`config.mk`:
```
export PLATFORM = sky130hd
export DESIGN_NAME = global_timer_cmp
export DESIGN_NICKNAME = d
export VERILOG_FILES = /design/src/rtl/gt_pkg.sv /design/src/rtl/gt_count.sv /design/src/rtl/gt_core.sv /design/src/rtl/global_timer_cmp.sv
export SDC_FILE = /design/constraint.sdc
export NUM_CORES = 1
export LEC_CHECK = 0
export ABC_AREA = 0
export BUFFER_PORTS_ARGS = -buffer_cell sky130_fd_sc_hd__buf_2
export CAP_MARGIN = 20
export CELL_PAD_IN_SITES_DETAIL_PLACEMENT = 0
export CELL_PAD_IN_SITES_GLOBAL_PLACEMENT = 1
export CORE_AREA = 5 5 221 223
export CTS_CLUSTER_DIAMETER = 30
export DETAILED_ROUTE_END_ITERATION = 12
export DIE_AREA = 0 0 226 228
export PLACE_DENSITY_LB_ADDON = 0.3
export SLEW_MARGIN = 20
export SYNTH_ARGS = -nofsm -noshare
export SYNTH_HDL_FRONTEND = slang
export SYNTH_SLANG_ARGS = --single-unit
```
`constraint.sdc`:
```
create_clock -name clk -period 5.7 [get_ports clk]
set_input_delay 1.14 -clock clk [delete_from_list [all_inputs] [get_ports clk]]
set_output_delay 1.14 -clock clk [all_outputs]
set_load 0.02 [all_outputs]
```
`src/rtl/gt_pkg.sv`:
```
package gt_pkg;
    localparam int WORD_W = 32;
    localparam int CNT_W  = 64;
    localparam int ADDR_W = 5;

    localparam logic [ADDR_W-1:0] OFS_CNT_LO = 5'h00;
    localparam logic [ADDR_W-1:0] OFS_CNT_HI = 5'h04;
    localparam logic [ADDR_W-1:0] OFS_CTRL   = 5'h08;
    localparam logic [ADDR_W-1:0] OFS_STAT   = 5'h0C;
    localparam logic [ADDR_W-1:0] OFS_CMP_LO = 5'h10;
    localparam logic [ADDR_W-1:0] OFS_CMP_HI = 5'h14;
    localparam logic [ADDR_W-1:0] OFS_STEP   = 5'h18;

    localparam int CB_RUN    = 0;
    localparam int CB_CMP    = 1;
    localparam int CB_IRQ    = 2;
    localparam int CB_AINC   = 3;
    localparam int CB_PRE_LO = 8;

    typedef struct packed {
        logic auto_inc;
        logic irq_en;
        logic cmp_en;
    } core_ctl_t;
endpackage

```
`src/rtl/gt_count.sv`:
```
module gt_count #(
    parameter int CNT_W  = 64,
    parameter int PRE_W  = 8,
    parameter int WORD_W = 32
) (
    input  logic              clk,
    input  logic              rst_n,
    input  logic              run,
    input  logic [PRE_W-1:0]  pre,
    input  logic              wr_lo,
    input  logic              wr_hi,
    input  logic [WORD_W-1:0] wdata,
    output logic [CNT_W-1:0]  cnt
);
    localparam int HI_W = CNT_W - WORD_W;

    logic [PRE_W-1:0] pdiv;

    always_ff @(posedge clk or negedge rst_n) begin
        if (!rst_n) begin
            cnt  <= '0;
            pdiv <= '0;
        end else if (!run) begin
            pdiv <= '0;
            if (wr_lo) cnt[WORD_W-1:0]     <= wdata;
            if (wr_hi) cnt[CNT_W-1:WORD_W] <= wdata[HI_W-1:0];
        end else if (pdiv == pre) begin
            pdiv <= '0;
            cnt  <= cnt + 1'b1;
        end else begin
            pdiv <= pdiv + 1'b1;
        end
    end

    // while running the counter moves by at most one per clock
    a_r1_step_one: assert property (@(posedge clk) disable iff (!rst_n)
        run |=> (cnt == $past(cnt) || cnt == $past(cnt) + 1'b1));

    // halted and not written, the counter holds
    a_r2_halt_hold: assert property (@(posedge clk) disable iff (!rst_n)
        (!run && !wr_lo && !wr_hi) |=> $stable(cnt));
endmodule

```
`src/rtl/gt_core.sv`:
```
module gt_core
    import gt_pkg::*;
#(
    parameter int CNT_W  = 64,
    parameter int STEP_W = 32,
    parameter int WORD_W = 32
) (
    input  logic              clk,
    input  logic              rst_n,
    input  logic [CNT_W-1:0]  cnt,
    input  logic              wr_ctl,
    input  logic              wr_clr,
    input  logic              wr_cmp_lo,
    input  logic              wr_cmp_hi,
    input  logic              wr_step,
    input  logic [WORD_W-1:0] wdata,
    output core_ctl_t         ctl,
    output logic [CNT_W-1:0]  cmp,
    output logic [STEP_W-1:0] step,
    output logic              flag,
    output logic              irq
);
    localparam int HI_W = CNT_W - WORD_W;

    logic hit;
    assign hit = ctl.cmp_en && (cnt >= cmp);

    always_ff @(posedge clk or negedge rst_n) begin
        if (!rst_n) begin
            ctl  <= '0;
            step <= '0;
        end else begin
            if (wr_ctl) begin
                ctl.cmp_en   <= wdata[CB_CMP];
                ctl.irq_en   <= wdata[CB_IRQ];
                ctl.auto_inc <= wdata[CB_AINC];
            end
            if (wr_step) step <= wdata[STEP_W-1:0];
        end
    end

    always_ff @(posedge clk or negedge rst_n) begin
        if (!rst_n) begin
            cmp <= '0;
        end else if (wr_cmp_lo || wr_cmp_hi) begin
            if (wr_cmp_lo) cmp[WORD_W-1:0]     <= wdata;
            if (wr_cmp_hi) cmp[CNT_W-1:WORD_W] <= wdata[HI_W-1:0];
        end else if (hit && ctl.auto_inc) begin
            cmp <= cmp + CNT_W'(step);
        end
    end

    always_ff @(posedge clk or negedge rst_n) begin
        if (!rst_n)      flag <= 1'b0;
        else if (hit)    flag <= 1'b1;
        else if (wr_clr) flag <= 1'b0;
    end

    assign irq = flag & ctl.irq_en;

    // a match always leaves the flag set
    a_r5_match_sets: assert property (@(posedge clk) disable iff (!rst_n)
        hit |=> flag);

    // an unopposed auto-increment advances the comparator by the step
    a_r6_rearm: assert property (@(posedge clk) disable iff (!rst_n)
        (hit && ctl.auto_inc && !wr_cmp_lo && !wr_cmp_hi)
        |=> cmp == $past(cmp) + CNT_W'($past(step)));

    // a clear without a competing match drops the flag
    a_r7_clear: assert property (@(posedge clk) disable iff (!rst_n)
        (wr_clr && !hit) |=> !flag);

    // a masked core never interrupts
    a_r8_masked: assert property (@(posedge clk) disable iff (!rst_n)
        !ctl.irq_en |-> !irq);
endmodule

```
`src/rtl/global_timer_cmp.sv`:
```
module global_timer_cmp
    import gt_pkg::*;
#(
    parameter int NCORE  = 2,
    parameter int PRE_W  = 8,
    parameter int STEP_W = 32,
    localparam int CIDX_W = (NCORE > 1) ? $clog2(NCORE) : 1
) (
    input  logic                  clk,
    input  logic                  rst_n,
    input  logic                  bus_we,
    input  logic [CIDX_W-1:0]     bus_core,
    input  logic [ADDR_W-1:0]     bus_addr,
    input  logic [WORD_W-1:0]     bus_wdata,
    output logic [WORD_W-1:0]     bus_rdata,
    output logic [NCORE-1:0]      irq
);
    logic             run;
    logic [PRE_W-1:0] pre;
    logic [CNT_W-1:0] cnt;

    logic wr_ctl, wr_stat, wr_cmp_lo, wr_cmp_hi, wr_step;
    assign wr_ctl    = bus_we && (bus_addr == OFS_CTRL);
    assign wr_stat   = bus_we && (bus_addr == OFS_STAT) && bus_wdata[0];
    assign wr_cmp_lo = bus_we && (bus_addr == OFS_CMP_LO);
    assign wr_cmp_hi = bus_we && (bus_addr == OFS_CMP_HI);
    assign wr_step   = bus_we && (bus_addr == OFS_STEP);

    always_ff @(posedge clk or negedge rst_n) begin
        if (!rst_n) begin
            run <= 1'b0;
            pre <= '0;
        end else if (wr_ctl) begin
            run <= bus_wdata[CB_RUN];
            pre <= bus_wdata[CB_PRE_LO +: PRE_W];
        end
    end

    gt_count #(.CNT_W(CNT_W), .PRE_W(PRE_W), .WORD_W(WORD_W)) u_count (
        .clk   (clk),
        .rst_n (rst_n),
        .run   (run),
        .pre   (pre),
        .wr_lo (bus_we && (bus_addr == OFS_CNT_LO)),
        .wr_hi (bus_we && (bus_addr == OFS_CNT_HI)),
        .wdata (bus_wdata),
        .cnt   (cnt)
    );

    core_ctl_t         c_ctl  [NCORE];
    logic [CNT_W-1:0]  c_cmp  [NCORE];
    logic [STEP_W-1:0] c_step [NCORE];
    logic              c_flag [NCORE];

    for (genvar g = 0; g < NCORE; g++) begin : g_core
        logic mine;
        assign mine = (bus_core == CIDX_W'(g));
        gt_core #(.CNT_W(CNT_W), .STEP_W(STEP_W), .WORD_W(WORD_W)) u_core (
            .clk       (clk),
            .rst_n     (rst_n),
            .cnt       (cnt),
            .wr_ctl    (mine && wr_ctl),
            .wr_clr    (mine && wr_stat),
            .wr_cmp_lo (mine && wr_cmp_lo),
            .wr_cmp_hi (mine && wr_cmp_hi),
            .wr_step   (mine && wr_step),
            .wdata     (bus_wdata),
            .ctl       (c_ctl[g]),
            .cmp       (c_cmp[g]),
            .step      (c_step[g]),
            .flag      (c_flag[g]),
            .irq       (irq[g])
        );
    end

    always_comb begin
        bus_rdata = '0;
        for (int i = 0; i < NCORE; i++) begin
            if (bus_core == CIDX_W'(i)) begin
                unique case (bus_addr)
                    OFS_CNT_LO: bus_rdata = cnt[WORD_W-1:0];
                    OFS_CNT_HI: bus_rdata = cnt[CNT_W-1:WORD_W];
                    OFS_CTRL: begin
                        bus_rdata[CB_RUN]             = run;
                        bus_rdata[CB_CMP]             = c_ctl[i].cmp_en;
                        bus_rdata[CB_IRQ]             = c_ctl[i].irq_en;
                        bus_rdata[CB_AINC]            = c_ctl[i].auto_inc;
                        bus_rdata[CB_PRE_LO +: PRE_W] = pre;
                    end
                    OFS_STAT:   bus_rdata[0] = c_flag[i];
                    OFS_CMP_LO: bus_rdata = c_cmp[i][WORD_W-1:0];
                    OFS_CMP_HI: bus_rdata = c_cmp[i][CNT_W-1:WORD_W];
                    OFS_STEP:   bus_rdata = WORD_W'(c_step[i]);
                    default:    bus_rdata = '0;
                endcase
            end
        end
    end

    // the shared enable only changes through a control write
    a_r3_run_by_ctrl: assert property (@(posedge clk) disable iff (!rst_n)
        !wr_ctl |=> $stable(run));
endmodule

```
Word level (Yosys, flattened, before mapping)
Index checks and enable logic that the tools add are counted.
W data, S select, Z words.
{"block": "word_totals", "word_cells": 108, "reg_bits": 281}
{"block": "op_classes", "mux": 30, "addsub": 4, "eq_ne": 12, "order_cmp": 2, "n_bitwise": 3, "n_reduce_logical": 38}
{"operator": "$mux W64", "n": 6}
{"operator": "$mux W32", "n": 8}
{"operator": "$add A64 B32 Y64", "n": 2}
{"operator": "$ge A64 B64 Y1", "n": 2}
{"operator": "$pmux W16 S6", "n": 1}
{"operator": "$pmux W16 S5", "n": 1}
{"operator": "$add A64 B1 Y64 const B", "n": 1}
{"operator": "$pmux W8 S7", "n": 1}
{"operator": "$pmux W8 S6", "n": 1}
{"operator": "$pmux W4 S6", "n": 1}
{"operator": "$logic_and A1 B1 Y1", "n": 22}
{"operator": "$pmux W3 S7", "n": 1}
{"operator": "$pmux W4 S5", "n": 1}
{"operator": "$pmux W3 S6", "n": 1}
{"operator": "$mux W8", "n": 2}
{"operator": "$eq A5 B5 Y1 const B", "n": 3}
{"operator": "$pmux W1 S7", "n": 2}
{"operator": "$reduce_and A2 Y1", "n": 6}
{"operator": "$reduce_bool A2 Y1", "n": 6}
{"operator": "$eq A5 B4 Y1 const B", "n": 2}
{"operator": "$ne A2 B1 Y1 const B", "n": 5}
{"operator": "$add A8 B1 Y8 const B", "n": 1}
{"operator": "$eq A8 B8 Y1", "n": 1}
{"operator": "$eq A5 B3 Y1 const B", "n": 1}
{"operator": "6 further kinds", "n": 11}

Logic depth before layout (Yosys ltp)
Gate-level depths: netlist of run 1.
{"block": "depth", "word_depth": 6, "mapped_depth": 14}

Cells and area by module
From an unflattened synthesis of run 1, not the netlist that was laid out.
{"block": "unflattened", "cells_unflattened": 2888, "area_unflattened_um2": 24511.0}
{"mod": "gt_core", "n_inst": 2, "area_each_um2": 8321.7, "cells_per_inst": 952}
{"mod": "gt_count", "n_inst": 1, "area_each_um2": 4729.5, "cells_per_inst": 576}
{"mod": "global_timer_cmp", "n_inst": 1, "area_each_um2": 3138.0, "cells_per_inst": 408}

Least setup slack after synthesis of run 1
OpenSTA, ideal clock, no wires.
{"block": "synth_path", "path_kind": "input -> output", "from": "input port bus_addr[3]", "to": "output port bus_rdata[1]", "t_required_ps": 4560, "cell_stages": 7, "arrival_time_ps": 2989, "n_path_buf": 3, "path_slack_ps": 1571, "path_cell_list": "buf_1 -> clkbuf_1 -> buf_1 -> mux2i_1 -> o21ai_0 -> a211oi_1 -> o22ai_1"}
{"block": "synth_between", "elab_chain_len": 5, "word_cells_on_any_way": 11}
{"item": "from (decl)", "line": "global_timer_cmp.sv:13", "text": "input logic [ADDR_W-1:0] bus_addr,"}
{"item": "$eq A5 B5 Y1, or another cell as far along", "line": "global_timer_cmp.sv:80", "text": "unique case (bus_addr)"}
{"item": "$pmux W3 S6", "line": "global_timer_cmp.sv:80"}
{"item": "$mux W32", "line": "global_timer_cmp.sv:79", "text": "if (bus_core == CIDX_W'(i)) begin"}
{"item": "$pmux W3 S7", "line": "global_timer_cmp.sv:80"}
{"item": "$mux W32 *", "line": "global_timer_cmp.sv:79"}
{"item": "to (decl)", "line": "global_timer_cmp.sv:15", "text": "output logic [WORD_W-1:0] bus_rdata,"}
Every way passes the cells marked *; elsewhere a longest branch is shown, timed or not.

Final worst setup path of run 1
{"block": "layout_path", "from": "input port bus_addr[3]", "to": "output port bus_rdata[13]"}
{"block": "layout_between", "elab_chain_len": 5, "word_cells_on_any_way": 11}
{"item": "$eq A5 B5 Y1, or another cell as far along", "line": "global_timer_cmp.sv:80"}
{"item": "$pmux W8 S6", "line": "global_timer_cmp.sv:80"}
{"item": "$mux W32", "line": "global_timer_cmp.sv:79"}
{"item": "$pmux W8 S7", "line": "global_timer_cmp.sv:80"}
{"item": "$mux W32 *", "line": "global_timer_cmp.sv:79"}
Marks and branches as above.

==> results of run 1 <==
[final cells by class]
cell class	instances	share of cell area [%]
Clock inverter	52	2.32
Clock buffer	97	8.48
Multi-Input combinational cell	2178	55.4
Tap cell	607	2.83
Inverter	149	2.09
Timing Repair Buffer	114	2.69
Sequential cell	281	26.2
[flip-flops by register name, indices dropped and copies added, names as in the netlist]
| name | count |
|---|---|
| u_count.cnt | 64 |
| g_core.u_core.flag | 2 |
| g_core.u_core.ctl | 6 |
| pre | 8 |
| g_core.u_core.cmp | 128 |
| run | 1 |
| u_count.pdiv | 8 |
| g_core.u_core.step | 64 |
[metrics by stage]
stage / setup WS (ns) / util, % / instance area (sq um) / std cells / hold slack, ns
after detailed placement: 1.00 / 51.6 / 23900 / 3329 / 0.516
after global routing: 0.901 / 57.8 / 26800 / 3478 / 0.521
after CTS: 1.00 / 57.8 / 26800 / 3478 / 0.496
after global placement: 0.994 / 51.6 / 23900 / 3329 / 0.507
after floorplan: 1.57 / - / 23100 / 2774 / 0.470
final: 0.948 / 57.8 / 26800 / 3478 / 0.488
[power by group through the flow]
stage | Combinational, uW | Sequential (uW) | Clock, uW
floorplan | 3610 | 2960 | 0
global placement | 4540 | 3340 | 0
detailed placement | 4680 | 3380 | 0
CTS | 4720 | 3350 | 4790
global route | 5350 | 3450 | 4920
finish | 4790 | 3390 | 4770
[final timing paths]
kind	start	end	depth (start not counted)
worst max register to register	u_count.cnt[0]	g_core[0].u_core.cmp[30]	11
worst min-delay path	rst_n	u_count.pdiv[1]	1
worst min register to register	g_core[1].u_core.cmp[42]	g_core[1].u_core.cmp[42]	1
min in group clk	g_core[1].u_core.cmp[42]	g_core[1].u_core.cmp[42]	1
worst max-delay path	bus_addr[3]	bus_rdata[13]	6
max in group asynchronous	rst_n	u_count.cnt[6]	2
[routing by layer]
layer / up-vias / GRT usage (%) / part of all wire [%]
li1: 10500 / - / -
met1: 11200 / 47.8 / 43
met2: 1275 / 48.4 / 43
met3: 190 / 6.94 / 10
met4: 0 / 11.2 / 3.3
met5: - / 0 / 0
[worst max-delay path, delay by kind of cell]
family	cells	cell delay [ns]
buffers and inverters	3	1.27
AOI/OAI and AO/OA	3	1.15
[layout by cell type, fill, tap and decap left out, drive strengths merged, types with 12 or more instances in the layout]
cell type	netlist	layout
a211oi	20	20
a21o	37	37
a21oi	283	283
a221oi	60	60
a31o	12	12
a31oi	48	48
a41oi	18	18
and2	19	19
and3	38	38
buf	46	114
clkbuf	120	97
clkinv	0	26
dfrtp	281	281
ha	194	194
inv	149	158
mux2	116	116
mux2i	63	63
nand2	250	250
nand2b	17	17
nand3	111	111
nand4	45	45
nor2	203	203
nor3	41	41
nor4	14	14
o211ai	19	19
o21a	16	16
o21ai	202	202
o21bai	13	13
o22a	20	20
o22ai	112	112
xnor2	36	36
xor2	31	31
[cell families (layout without fill, tap and decap cells)]
family | count (synthesis) | after routing | synth area share (%)
buf+inv | 315 | 412 | 5.52
fa+ha+maj | 196 | 196 | 10.7
compound gates | 944 | 944 | 26.0
xor+xnor | 67 | 67 | 2.54
mux | 179 | 179 | 8.50
simple gates | 792 | 792 | 16.3
flops | 281 | 281 | 30.5
==> reports/metrics.cfg, run 1 <==
[synthesis]
syn_area_sq_mm = 0.0231
ys_types = 91
yosysTopAreaCell = dfrtp_1
synth_edf_count = 0
ys.flop_type = dfrtp_1
ys_seq_area_share_pct = 30.5
synth_fp_nets = 3011
synth.top_cell.area_share_pct = 30.5
synthArstFlopShare_pct = 100
synth.area.top_cells = dfrtp_1 (30%), ha_1 (11%), a21oi_1 (6.1%)
synth_common_cells = a21oi_1 (281), dfrtp_1 (281), nand2_1 (250), nor2_1 (202), ha_1 (194)
yosys_register_bits = 281
syn_avg_cell_area_sq_um = 8.32
syn_inst = 2774
ys_warn_count = 0

[floorplan]
start_util_pct = 49.8
die_w_um = 226
rows = 79
die_y_um = 228
dieArea_sq_mm = 0.0515
ios = 75
coreArea_sq_mm = 0.0464

[setup_path]
worst_ep_arrival_time_ns = 3.61
reg2reg_slack_ns = 1.29
cp_max_fo = 60
critical_path_class = input port to output pin
slowest_stage = a221oi_1
crit_top_cell = buf_4
critical_path.max_stage_delay_ns = 0.66
required_ns = 4.56
worstSetupStartpointType = input port
cp-end-kind = output pin
path_cells = buf_4 > buf_4 > o21ai_0 > a221oi_1 > o22ai_1 > buf_2

[timing]
fin_crit_sh_pct = 83.4
rsz0062_at_grt = false
fin_crit_ns = 4.75
maxSlewViolCount = 0
fmaxAchievable_ghz = 0.210
setup_tns_ns = 0
hold_viol = 0
setup_violations = 0
tightest_slew_ns = 1.19
slew_headroom_pct = 20.9
fin_skew_ns = 0.0219

[global_routing]
gr-usage-all-layers_pct = 32.8
grt_pass1_vias = 22200
grt_max_degree = 163
grt_pass1_wl_mm = 133
antenna_found_initial = 1
overflow = 0

[pwr]
p_per_area_mw_per_mm2 = 483
p_sw_uw = 5170
power_uw = 13000
pwr-share-clk_pct = 36.8
power_frac_comb_pct = 37.0
swShare_pct = 39.9
internal_power_uw = 7790
leakage_uw = 0.0117
ir_worst_vdd_mv = 0.294
seqPwrFrac_pct = 26.2

[detailed_routing]
drtAntennaViolNets = 0
vias = 23200
first_iter_violations = 2613
drc = 0
drt_pass1_iterations = 6
wl_per_cell_um = 25.0
wl_mm = 86.9
routed_via_density = 6.67

[clocking]
cts_sinks = 281
cts_root_buf = clkbuf_16
post_cts_resized = 0
cts_inserted_buffers = 81
clk_latency_ns = 0.61
cts_tree = done
htreeDepth = 3
post-cts-setup-buffers = 0
cts.clk_slew.worst_paths_ns = 0.04
holdBufCountCts = 0
cts_buffer_depth = 3

[final_layout]
nets = 3042
drive_gt1_share_pct = 14.8
regArea_sq_mm = 0.00703
antennaDiodeCount = 0
fillers = 4134
area.growth.synth_to_final_pct = 16.1
multi_input_area_sq_mm = 0.0148

[min_path]
min_path_type = input port to async pin

[place]
dp_hpwl_mm = 64.9
gp_congestion = 0.992
io_buffer_count = 74

[job]
cap_violations = 0

[run_status]
status = complete, no violations

No activity file was read; power rests on OpenSTA's default activity.
==> run 2: changes to the inputs <==
--- a/config.mk
+++ b/config.mk
@@ -10,10 +10,10 @@
 export CAP_MARGIN = 20
 export CELL_PAD_IN_SITES_DETAIL_PLACEMENT = 0
 export CELL_PAD_IN_SITES_GLOBAL_PLACEMENT = 1
-export CORE_AREA = 5 5 221 223
+export CORE_AREA = 5 5 224 226
 export CTS_CLUSTER_DIAMETER = 30
 export DETAILED_ROUTE_END_ITERATION = 12
-export DIE_AREA = 0 0 226 228
+export DIE_AREA = 0 0 229 231
 export PLACE_DENSITY_LB_ADDON = 0.3
 export SLEW_MARGIN = 20
 export SYNTH_ARGS = -nofsm -noshare
==> constraint.sdc (replaced) <==
create_clock -name clk -period 4.89 [get_ports clk]
set_input_delay 0.978 -clock clk [delete_from_list [all_inputs] [get_ports clk]]
set_output_delay 0.978 -clock clk [all_outputs]
set_load 0.02 [all_outputs]
==> run 2 against run 1 <==
  * Register-to-register slack got worse by 0.48 ns
  * Worst hold slack got worse by 0.0031 ns
  * Combinational power increased by 22%
  * Clock skew increased by 0.0035 ns
  * Sequential cell count unchanged
  * Highest routed layer unchanged
  * Critical path depth increased by 1
==> reports/metrics.cfg, run 2 (same netlist as run 1, synthesis figures left out) <==
[clocking]
cts_root_buf = clkbuf_16
holdBufCountCts = 0
clk_latency_ns = 0.61
post-cts-setup-buffers = 0
cts_inserted_buffers = 82
cts.clk_slew.worst_paths_ns = 0.04
cts_tree = done
cts_buffer_depth = 3
post_cts_resized = 0
htreeDepth = 3
cts_sinks = 281

[setup_path]
path_cells = buf_2 > or3_1 > or2_2 > nor2_1 > a221oi_1 > o22ai_1 > buf_2
cp_max_fo = 24
critical_path.max_stage_delay_ns = 0.61
slowest_stage = or2_2
required_ns = 3.91
worstSetupStartpointType = input port
cp-end-kind = output pin
crit_top_cell = buf_2
worst_ep_arrival_time_ns = 3.20
critical_path_class = input port to output pin

[place]
gp_congestion = 0.998
io_buffer_count = 74
dp_hpwl_mm = 66.0
placed_cells = 3373
place_ws_ns = 0.758

[timing]
maxSlewViolCount = 0
setup_tns_ns = 0
hold_viol = 0
fin_crit_sh_pct = 85.4
slew_headroom_pct = 28.8
setup_ws_ns = 0.714
rsz0062_at_grt = false
fin_skew_ns = 0.0254
setup_violations = 0
fmaxAchievable_ghz = 0.239
tightest_slew_ns = 1.06
fin_crit_ns = 4.18

[floorplan]
rows = 81
die_w_um = 229
ios = 75
coreArea_sq_mm = 0.0481
dieArea_sq_mm = 0.0529
start_util_pct = 48.0
die_y_um = 231

[global_routing]
grt_max_degree = 108
antenna_found_initial = 1
grt_pass1_wl_mm = 134
grt_pass1_vias = 22300
overflow = 0
gr-usage-all-layers_pct = 32.3

[pwr]
power_uw = 15000
leakage_uw = 0.0118
ir_worst_vdd_mv = 0.312
p_per_area_mw_per_mm2 = 555

[final_layout]
largest_reg_flops = 128
nets = 3072
drive_gt1_share_pct = 15.1
multi_input_area_sq_mm = 0.0148
layout_commonest_cell = a21oi_1
fillers = 4327
top_regs = g_core.u_core.cmp (128), g_core.u_core.step (64), u_count.cnt (64)
area.growth.synth_to_final_pct = 16.8
fin_cells = 3519
largest-register = g_core.u_core.cmp
regArea_sq_mm = 0.00703
antennaDiodeCount = 0
layout_common_cells = a21oi_1 (281), dfrtp_1 (280), nand2_1 (250)

[detailed_routing]
drc = 0
wl_mm = 88.3
drtAntennaViolNets = 0
routed_via_density = 6.62
wl_per_cell_um = 25.1
drt_pass1_iterations = 6
first_iter_violations = 2868
vias = 23300

[min_path]
min_path_type = input port to async pin

[run_status]
status = complete, no violations

[job]
cap_violations = 0

[run 2: metrics by stage]
stage               util (%)  hold WS [ns]  instance area (sq um)
finish                  56.0         0.484                  27000
global route            56.0         0.542                  27000
CTS                     56.0         0.495                  27000
detailed placement      50.3         0.511                  24200
global placement        50.3         0.510                  24200
floorplan                  -         0.470                  23100
[run 2: worst paths after layout]
path	start	to	slack, ns	cells after the start
max reg2reg	g_core[1].u_core.cmp[0]	g_core[1].u_core.cmp[38]	0.81	13
max in group asynchronous	rst_n	u_count.cnt[24]	3.32	2
min	rst_n	g_core[1].u_core.step[1]	0.48	1
min in group clk	g_core[0].u_core.ctl[1]	g_core[0].u_core.ctl[1]	0.52	1
max	bus_addr[4]	bus_rdata[7]	0.71	7
min reg2reg	g_core[0].u_core.ctl[1]	g_core[0].u_core.ctl[1]	0.52	1
[run 2: cell type report]
type	count	area share, %
Clock inverter	30	1.29
Inverter	149	2.07
Sequential cell	281	26.1
Clock buffer	116	8.91
Tap cell	622	2.88
Multi-Input combinational cell	2178	55.0
Timing Repair Buffer	143	3.76
[run 2: worst max-delay path: cells and delay by family]
family          cells  cell delay [ns]
simple gates        3             1.44
compound gates      2             0.39
buf+inv             2             0.37
[run 2: layer usage]
metal	wire, um	track usage [%]	vias to the layer above	part of all wire [%]
met4	3020	10.7	0	3.4
met2	38600	49.4	1253	44
met5	0	0	-	0
met1	37600	45.5	11300	43
li1	-	-	10600	-
met3	9070	7.15	189	10
[run 2: where the power goes]
| group | total [uW] | switching [uW] | internal, uW |
|---|---|---|---|
| clock network | 5280 | 1590 | 3690 |
| registers | 3840 | 948 | 2890 |
| logic | 5850 | 3460 | 2390 |
